**src/rtl/rfs_pkg.sv**
```systemverilog
package rfs_pkg;
  typedef enum logic [2:0] {
    ST_IDLE = 3'd0,
    ST_SOFT = 3'd1,
    ST_RUN  = 3'd2,
    ST_OCW  = 3'd3,
    ST_HIC  = 3'd4,
    ST_OVP  = 3'd5,
    ST_OTP  = 3'd6
  } rfs_state_e;
endpackage

```
**src/rtl/rfs_evt_counter.sv**
```systemverilog
module rfs_evt_counter #(
  parameter int LIMIT = 5
) (
  input  logic clk,
  input  logic rst,
  input  logic clr,
  input  logic inc,
  output logic hit
);
  localparam int CW = (LIMIT < 2) ? 1 : $clog2(LIMIT);
  localparam logic [CW-1:0] LAST = CW'(LIMIT - 1);

  logic [CW-1:0] cnt_q;

  assign hit = inc && (cnt_q == LAST);

  always_ff @(posedge clk) begin
    if (rst || clr) begin
      cnt_q <= '0;
    end else if (inc && !hit) begin
      cnt_q <= cnt_q + 1'b1;
    end
  end

  AST_CNT_BOUND: assert property (@(posedge clk) disable iff (rst)
    cnt_q <= LAST);
endmodule

```
**src/rtl/rfs_ov_guard.sv**
```systemverilog
module rfs_ov_guard (
  input  logic armed,
  input  logic ov_soft,
  input  logic ov_hard,
  output logic trip
);
  // The lower threshold counts only once a soft-start has completed.
  always_comb begin
    trip = ov_hard;
    if (armed && ov_soft) begin
      trip = 1'b1;
    end
  end
endmodule

```
**src/rtl/reg_fault_seq.sv**
```systemverilog
module reg_fault_seq #(
  parameter int OC_DELAY      = 2,
  parameter int DUMMY_PERIODS = 5
) (
  input  logic       clk,
  input  logic       rst,
  input  logic       en,
  input  logic       por,
  input  logic       oc_hard,
  input  logic       ov_soft,
  input  logic       ov_hard,
  input  logic       ov_release,
  input  logic       ot_hot,
  input  logic       ot_cool,
  input  logic       ss_tick,
  output logic       drv_en,
  output logic       ss_req,
  output logic [2:0] fsm_state,
  output logic       hiccup_on
);
  import rfs_pkg::*;

  rfs_state_e state_q, state_d;
  logic       ss_done_q;
  logic       ov_trip;
  logic       oc_hit, hic_hit;
  logic       go_off;

  assign go_off = !en || por;

  rfs_ov_guard u_ov_guard (
    .armed   ((state_q == ST_RUN) || (state_q == ST_OCW)),
    .ov_soft (ov_soft),
    .ov_hard (ov_hard),
    .trip    (ov_trip)
  );

  rfs_evt_counter #(.LIMIT(OC_DELAY)) u_oc_delay (
    .clk (clk),
    .rst (rst),
    .clr (state_q != ST_OCW),
    .inc (state_q == ST_OCW),
    .hit (oc_hit)
  );

  rfs_evt_counter #(.LIMIT(DUMMY_PERIODS)) u_dummy_cnt (
    .clk (clk),
    .rst (rst),
    .clr (state_q != ST_HIC),
    .inc ((state_q == ST_HIC) && ss_tick),
    .hit (hic_hit)
  );

  always_comb begin
    state_d = state_q;
    if (go_off) begin
      state_d = ST_IDLE;
    end else begin
      case (state_q)
        ST_IDLE: state_d = ST_SOFT;
        ST_OTP: begin
          if (ot_cool && !ot_hot) state_d = ST_SOFT;
        end
        default: begin
          if (ot_hot) begin
            state_d = ST_OTP;
          end else if (state_q == ST_OVP) begin
            if (ov_release && !ov_hard) state_d = ss_done_q ? ST_RUN : ST_SOFT;
          end else if (ov_trip) begin
            state_d = ST_OVP;
          end else begin
            case (state_q)
              ST_SOFT: begin
                if (oc_hard)      state_d = ST_OCW;
                else if (ss_tick) state_d = ST_RUN;
              end
              ST_RUN:  if (oc_hard) state_d = ST_OCW;
              ST_OCW:  if (oc_hit)  state_d = ST_HIC;
              ST_HIC:  if (hic_hit) state_d = ST_SOFT;
              default: state_d = ST_IDLE;
            endcase
          end
        end
      endcase
    end
  end

  always_ff @(posedge clk) begin
    if (rst) begin
      state_q   <= ST_IDLE;
      ss_done_q <= 1'b0;
      drv_en    <= 1'b0;
      ss_req    <= 1'b0;
      hiccup_on <= 1'b0;
    end else begin
      state_q   <= state_d;
      drv_en    <= (state_d == ST_SOFT) || (state_d == ST_RUN) || (state_d == ST_OCW);
      ss_req    <= (state_d == ST_SOFT);
      hiccup_on <= (state_d == ST_HIC);
      if ((state_d == ST_IDLE) || (state_d == ST_HIC) || (state_d == ST_OTP)) begin
        ss_done_q <= 1'b0;
      end else if ((state_q == ST_SOFT) && (state_d == ST_RUN)) begin
        ss_done_q <= 1'b1;
      end
    end
  end

  assign fsm_state = state_q;

  AST_OFF_TO_IDLE: assert property (@(posedge clk) disable iff (rst)
    go_off |=> (fsm_state == 3'd0) && !drv_en && !ss_req);

  AST_HIC_FROM_OCW: assert property (@(posedge clk) disable iff (rst)
    $rose(hiccup_on) |-> ($past(state_q) == ST_OCW));

  AST_SOFT_MASK: assert property (@(posedge clk) disable iff (rst)
    (state_q == ST_SOFT && ov_soft && !ov_hard && !ot_hot && !oc_hard && !ss_tick && !go_off)
    |=> (state_q == ST_SOFT));

  AST_OVP_HOLD: assert property (@(posedge clk) disable iff (rst)
    (state_q == ST_OVP && !ov_release && !ot_hot && !go_off) |=> (state_q == ST_OVP) && !drv_en);

  AST_OT_WINS: assert property (@(posedge clk) disable iff (rst)
    (state_q != ST_IDLE && ot_hot && !go_off) |=> (state_q == ST_OTP) && !drv_en);
endmodule

```
**config.mk**
```make
export PLATFORM = sky130hd
export DESIGN_NAME = reg_fault_seq
export DESIGN_NICKNAME = d
export VERILOG_FILES = /design/src/rtl/rfs_pkg.sv /design/src/rtl/rfs_evt_counter.sv /design/src/rtl/rfs_ov_guard.sv /design/src/rtl/reg_fault_seq.sv
export SDC_FILE = /design/constraint.sdc
export NUM_CORES = 1
export LEC_CHECK = 0
export BUFFER_PORTS_ARGS = -buffer_cell sky130_fd_sc_hd__buf_2
export CORE_UTILIZATION = 25
export CTS_CLUSTER_SIZE = 12
export DETAILED_ROUTE_END_ITERATION = 6
export PLACE_DENSITY = 0.54
export SYNTH_ARGS = -nofsm -noshare
export SYNTH_HDL_FRONTEND = slang
export SYNTH_SLANG_ARGS = --single-unit
```
**constraint.sdc**
```tcl
create_clock -name clk -period 5.1 [get_ports clk]
set_input_delay 1.02 -clock clk [delete_from_list [all_inputs] [get_ports clk]]
set_output_delay 1.02 -clock clk [all_outputs]
set_load 0.01 [all_outputs]
```
After elaboration in Yosys (flattened, before gate mapping)
Index checks and enable logic that the tools add are counted.
{"block": "totals", "register_bits": 11, "wordCells": 63}
{"block": "classes", "muxes": 15, "eq_ne": 14, "addsub": 2, "n_reduce_logical": 25}
{"cell": "$mux W3", "count": 11}
{"cell": "$eq A3 B3 Y1 const B", "count": 6}
{"cell": "$eq A3 B2 Y1 const B", "count": 4}
{"cell": "$pmux W3 S4", "count": 1}
{"cell": "$logic_and A1 B1 Y1", "count": 9}
{"cell": "$logic_or A1 B1 Y1", "count": 8}
{"cell": "$eq A3 B1 Y1 const B", "count": 2}
{"cell": "$logic_not A3 Y1", "count": 2}
{"cell": "$pmux W3 S2", "count": 1}
{"cell": "$logic_not A1 Y1", "count": 5}
{"cell": "$add A3 B1 Y3 const B", "count": 1}
{"cell": "$ne A3 B2 Y1 const B", "count": 1}
{"cell": "$ne A3 B3 Y1 const B", "count": 1}
{"cell": "$mux W2", "count": 1}
{"cell": "$reduce_or A2 Y1", "count": 1}
{"cell": "$add A1 B1 Y1 const B", "count": 1}
{"cell": "$mux W1", "count": 1}

Depth between registers and ports, before layout
{"block": "logic_depth", "ltp_word": 14, "mapped_depth": 7, "ltp_nobuf": 7}

By module
Synthesis repeated with hierarchy kept, for this count alone.
{"block": "hier_totals", "cells_unflattened": 84, "hier_area_um2": 754.5}
{"module": "reg_fault_seq", "instances": 1, "cells_each": 61, "seq_area_each_um2": 140.1, "area_per_inst_um2": 518.0}
{"module": "rfs_evt_counter (u_dummy_cnt)", "instances": 1, "cells_each": 18, "seq_area_each_um2": 60.1, "area_per_inst_um2": 188.9}
{"module": "rfs_evt_counter (u_oc_delay)", "instances": 1, "cells_each": 4, "seq_area_each_um2": 20.0, "area_per_inst_um2": 40.0}
{"module": "rfs_ov_guard", "instances": 1, "cells_each": 1, "seq_area_each_um2": 0.0, "area_per_inst_um2": 7.5}

Least setup slack after synthesis
Ideal clock, no wire load.
{"block": "synth_timing", "kind": "input to register", "start": "input port en", "end": "register ss_done_q", "setup_ps": 103, "path_stages": 5, "setup_slack_ps": 2921, "t_arrival_ps": 2075, "t_required_ps": 4997, "cell_sequence": "nor2b_1 -> o2111ai_1 -> o211ai_1 -> a32oi_1 -> a2111oi_2"}
{"block": "synth_between", "elab_chain_len": 7, "word_cells_on_any_way": 11}
{"element": "start, declared", "line": "reg_fault_seq.sv:7", "source": "input logic en,"}
{"element": "$logic_not A1 Y1 (*)", "line": "reg_fault_seq.sv:29", "source": "assign go_off = !en || por;"}
{"element": "$logic_or A1 B1 Y1 (*)", "line": "reg_fault_seq.sv:29"}
{"element": "$mux W3 (*)", "line": "reg_fault_seq.sv:56", "source": "if (go_off) begin"}
{"element": "$eq A3 B3 Y1 / $logic_not A3 Y1 (equally long branches)", "line": "reg_fault_seq.sv:100", "source": "if ((state_d == ST_IDLE) || (state_d == ST_HIC) || (state_d == ST_OTP)) begin"}
{"element": "$logic_or A1 B1 Y1 (2 in a row)", "line": "reg_fault_seq.sv:100"}
{"element": "$reduce_or A2 Y1 (no source line)"}
{"element": "end signal, assigned", "line": "reg_fault_seq.sv:91", "source": "ss_done_q <= 1'b0;"}
{"element": "end signal, assigned", "line": "reg_fault_seq.sv:101", "source": "ss_done_q <= 1'b0;"}
{"element": "end signal, assigned", "line": "reg_fault_seq.sv:103", "source": "ss_done_q <= 1'b1;"}
{"element": "end, declared", "line": "reg_fault_seq.sv:24", "source": "logic ss_done_q;"}
Mark *: on every way between the ends. The rest lies on a longest branch, timed or not.
A chain may end at the register's enable or synchronous reset.

Worst setup path in the final report
{"block": "layout_timing", "start": "input port por", "end": "register ss_done_q"}
{"block": "layout_between", "elab_chain_len": 6, "word_cells_on_any_way": 10}
{"element": "start, declared", "line": "reg_fault_seq.sv:8", "source": "input logic por,"}
{"element": "$logic_or A1 B1 Y1 (*)", "line": "reg_fault_seq.sv:29"}
{"element": "$mux W3 (*)", "line": "reg_fault_seq.sv:56"}
{"element": "$eq A3 B3 Y1 / $logic_not A3 Y1 (equally long branches)", "line": "reg_fault_seq.sv:100"}
{"element": "$logic_or A1 B1 Y1 (2 in a row)", "line": "reg_fault_seq.sv:100"}
{"element": "$reduce_or A2 Y1 (no source line)"}
Marks and branches as above.

==> impl_metrics.yaml <==
synthesis:
  synth_compound_gate_area_share: 0.219
  yosys.cell_types.count: 36
  synth_flop_cell: "dfxtp_1"
  synth_edf_count: 0
  yosys.area.top_type_share: 0.335
  synthTopCellsByArea: "dfxtp_1, a21oi_1, nand2b_4"
  yosysTopAreaCell: "dfxtp_1"
  yosys_warnings: 0
  synth_seq_cells: 11
  synth.most_common_cell: "dfxtp_1"
  syn_avg_cell_area_um2: 9.12
  synthMuxAreaShare: 0.0152
  syn_inst: 72
  synth_top_family_by_area: "simple AND/OR/NAND/NOR gates"
  seq_area_frac_synth: 0.335
  synthSimpleGateAreaFrac: 0.331
  syn_area_um2: 657
  syn_nets: 85
  synthXorXnorAreaFrac: 0.0133
  synth_adder_area_share: 0.0381
  synthArstFlopShare: 0
  synth_common_cells: "dfxtp_1, nor2_1, a21oi_1"
sta:
  skew_ns: 0.00454
  fin_crit_sh: 0.445
  rsz0062_at_grt: "false"
  fin_ws_ns: 2.83
  fmax_ghz: 0.441
  worst_pin_slew_ns: 0.462
  setup_viol: 0
  drv_slew: 0
  slew-limit-headroom: 0.692
  min_period_ns: 2.27
  tns_ns: 0
  hold_violations: 0
setup_path:
  startpoint_type: "primary input"
  cp.arrival_ns: 2.43
  crit_required_ns: 5.27
  setup.worst_path.class: "primary input to flip-flop"
  critPathLaunch: "por"
  crit_fanout: 6
  r2r-start: "fsm_state[0]"
  end_kind: "flip-flop"
pwr:
  power.internal_uw: 127
  p_sw_frac: 0.252
  clockPowerShare: 0.353
  leakagePower_uw: 0.000293
  p_sw_uw: 42.9
  peakVddDrop_mv: 0.0892
  p_comb_frac: 0.121
  seqPwrFrac: 0.526
  p_per_area_nw_per_um2: 217
clocking:
  cts.sinks: 11
  ctsResizeCount: 0
  insertion_delay_ns: 0.27
  clkTransAtPathRegs_ns: 0.07
  htree_levels: 1
  cts_hold_buf: 0
  cts_buffers: 3
  clockRootBuffer: "clkbuf_4"
  clock_path_buffers: 2
  cts_setup_buffers: 0
  cts_tree: "yes"
floorplan:
  dieArea_um2: 2840
  fp-row-count: 18
  start_util: 0.265
  dieWidth_um: 53.3
  io_pins: 17
  die_h_um: 53.3
  coreArea_um2: 2480
drt:
  drtPass1Iterations: 2
  viasPerCell: 4.98
  wl_met3_um: 32
  drc: 0
  drt-total-wl_mm: 1.36
  top_layer: "met4"
  drtIter0Drc: 3
  wl_met2_um: 657
  vias: 597
  wire_per_inst_um: 11.3
  ant_nets: 0
  wl_met1_um: 656
layout:
  n_antenna_cell: 0
  final_layout_size_suffix_gt1_frac: 0.289
  area_growth_pct: 19.4
  finalNonFillerCells: 120
  fillCellCount: 279
  nets: 104
  fin_area_um2: 785
outcome:
  status: "completed"
placement:
  gp_congestion: 0.812
  dpl-instance-area_um2: 758
  io_buffers: 16
  place_ws_ns: 2.53
  placed_cells: 116
  dp_hpwl_mm: 1.10
hold_path:
  min_from: "u_dummy_cnt.cnt_q[2]"
  hold_path_class: "flip-flop to flip-flop"
run:
  max_cap_violations: 0
global_route:
  grt_use_total: 0.106
  grt_overflow: 0
  grt_pass1_wl_mm: 2.17
  antenna_found_initial: 0
  first_global_vias: 531
  grt_max_degree: 12
-- per-stage QoR --
stage / total power [uW] / utilization / hold slack [ns]
floorplan: 103 / - / 0.496
CTS: 172 / 0.317 / 0.541
global placement: 112 / 0.306 / 0.506
global route: 178 / 0.317 / 0.604
detailed placement: 112 / 0.306 / 0.527
finish: 170 / 0.317 / 0.549
-- cell families after synthesis --
family / Yosys count
multiplexers: 1
flip-flops: 11
adder cells (fa/ha/maj): 2
XOR/XNOR: 1
AND/OR/NAND/NOR: 31
buffers and inverters: 6
AO/OA/AOI/OAI: 20
-- final timing paths --
check / depth (start not counted) / slack [ns] / endpoint
setup / recovery: 6 / 2.83 / ss_done_q
hold / removal: 2 / 0.55 / u_dummy_cnt.cnt_q[2]
hold reg to reg: 2 / 0.55 / u_dummy_cnt.cnt_q[2]
setup reg to reg: 5 / 3.21 / ss_done_q
-- critical path: stages --
cell and delay, ns:
buf_2 0.09, nor2b_1 0.32, o2111ai_1 0.17, o211ai_1 0.26
a32oi_1 0.24, a2111oi_2 0.33
-- final cells by class --
cell class / count / area, um^2 / area share
clock buffers: 4 / 26.3 / 0.0335
well taps: 30 / 37.5 / 0.0478
inverters: 4 / 15.0 / 0.0191
repair buffers: 16 / 80.1 / 0.102
multi-input cells: 55 / 405 / 0.517
flip-flops and latches: 11 / 220 / 0.281
-- state kept, by name, indices dropped and copies added, names as in the netlist --
signal	count
fsm_state	3
ss_req	1
ss_done_q	1
drv_en	1
u_oc_delay.cnt_q	1
u_dummy_cnt.cnt_q	3
hiccup_on	1
-- power groups by stage --
stage | Sequential (uW) | Combinational, uW | Clock, uW
after floorplan | 91.1 | 12.1 | 0
after global placement | 91.6 | 20.7 | 0
after detailed placement | 91.6 | 20.9 | 0
after CTS | 89.6 | 20.9 | 61.7
after global routing | 89.8 | 23.1 | 65.2
final | 89.5 | 20.6 | 60.1
-- placed cells by master, fill, tap and decap left out, types with 3 or more instances in the layout --
cell type and n:
buf_2 16, dfxtp_1 11, nor2_1 7, a21oi_1 6
inv_1 4, nor3_1 3, clkbuf_4 3
-- metal layers --
| metal | vias up | global-route usage |
|---|---|---|
| met5 | - | 0 |
| met4 | 0 | 0.0658 |
| met3 | 2 | 0.00862 |
| met2 | 10 | 0.179 |
| met1 | 282 | 0.126 |
| li1 | 303 | - |
Power figures use the tool's default switching activity.
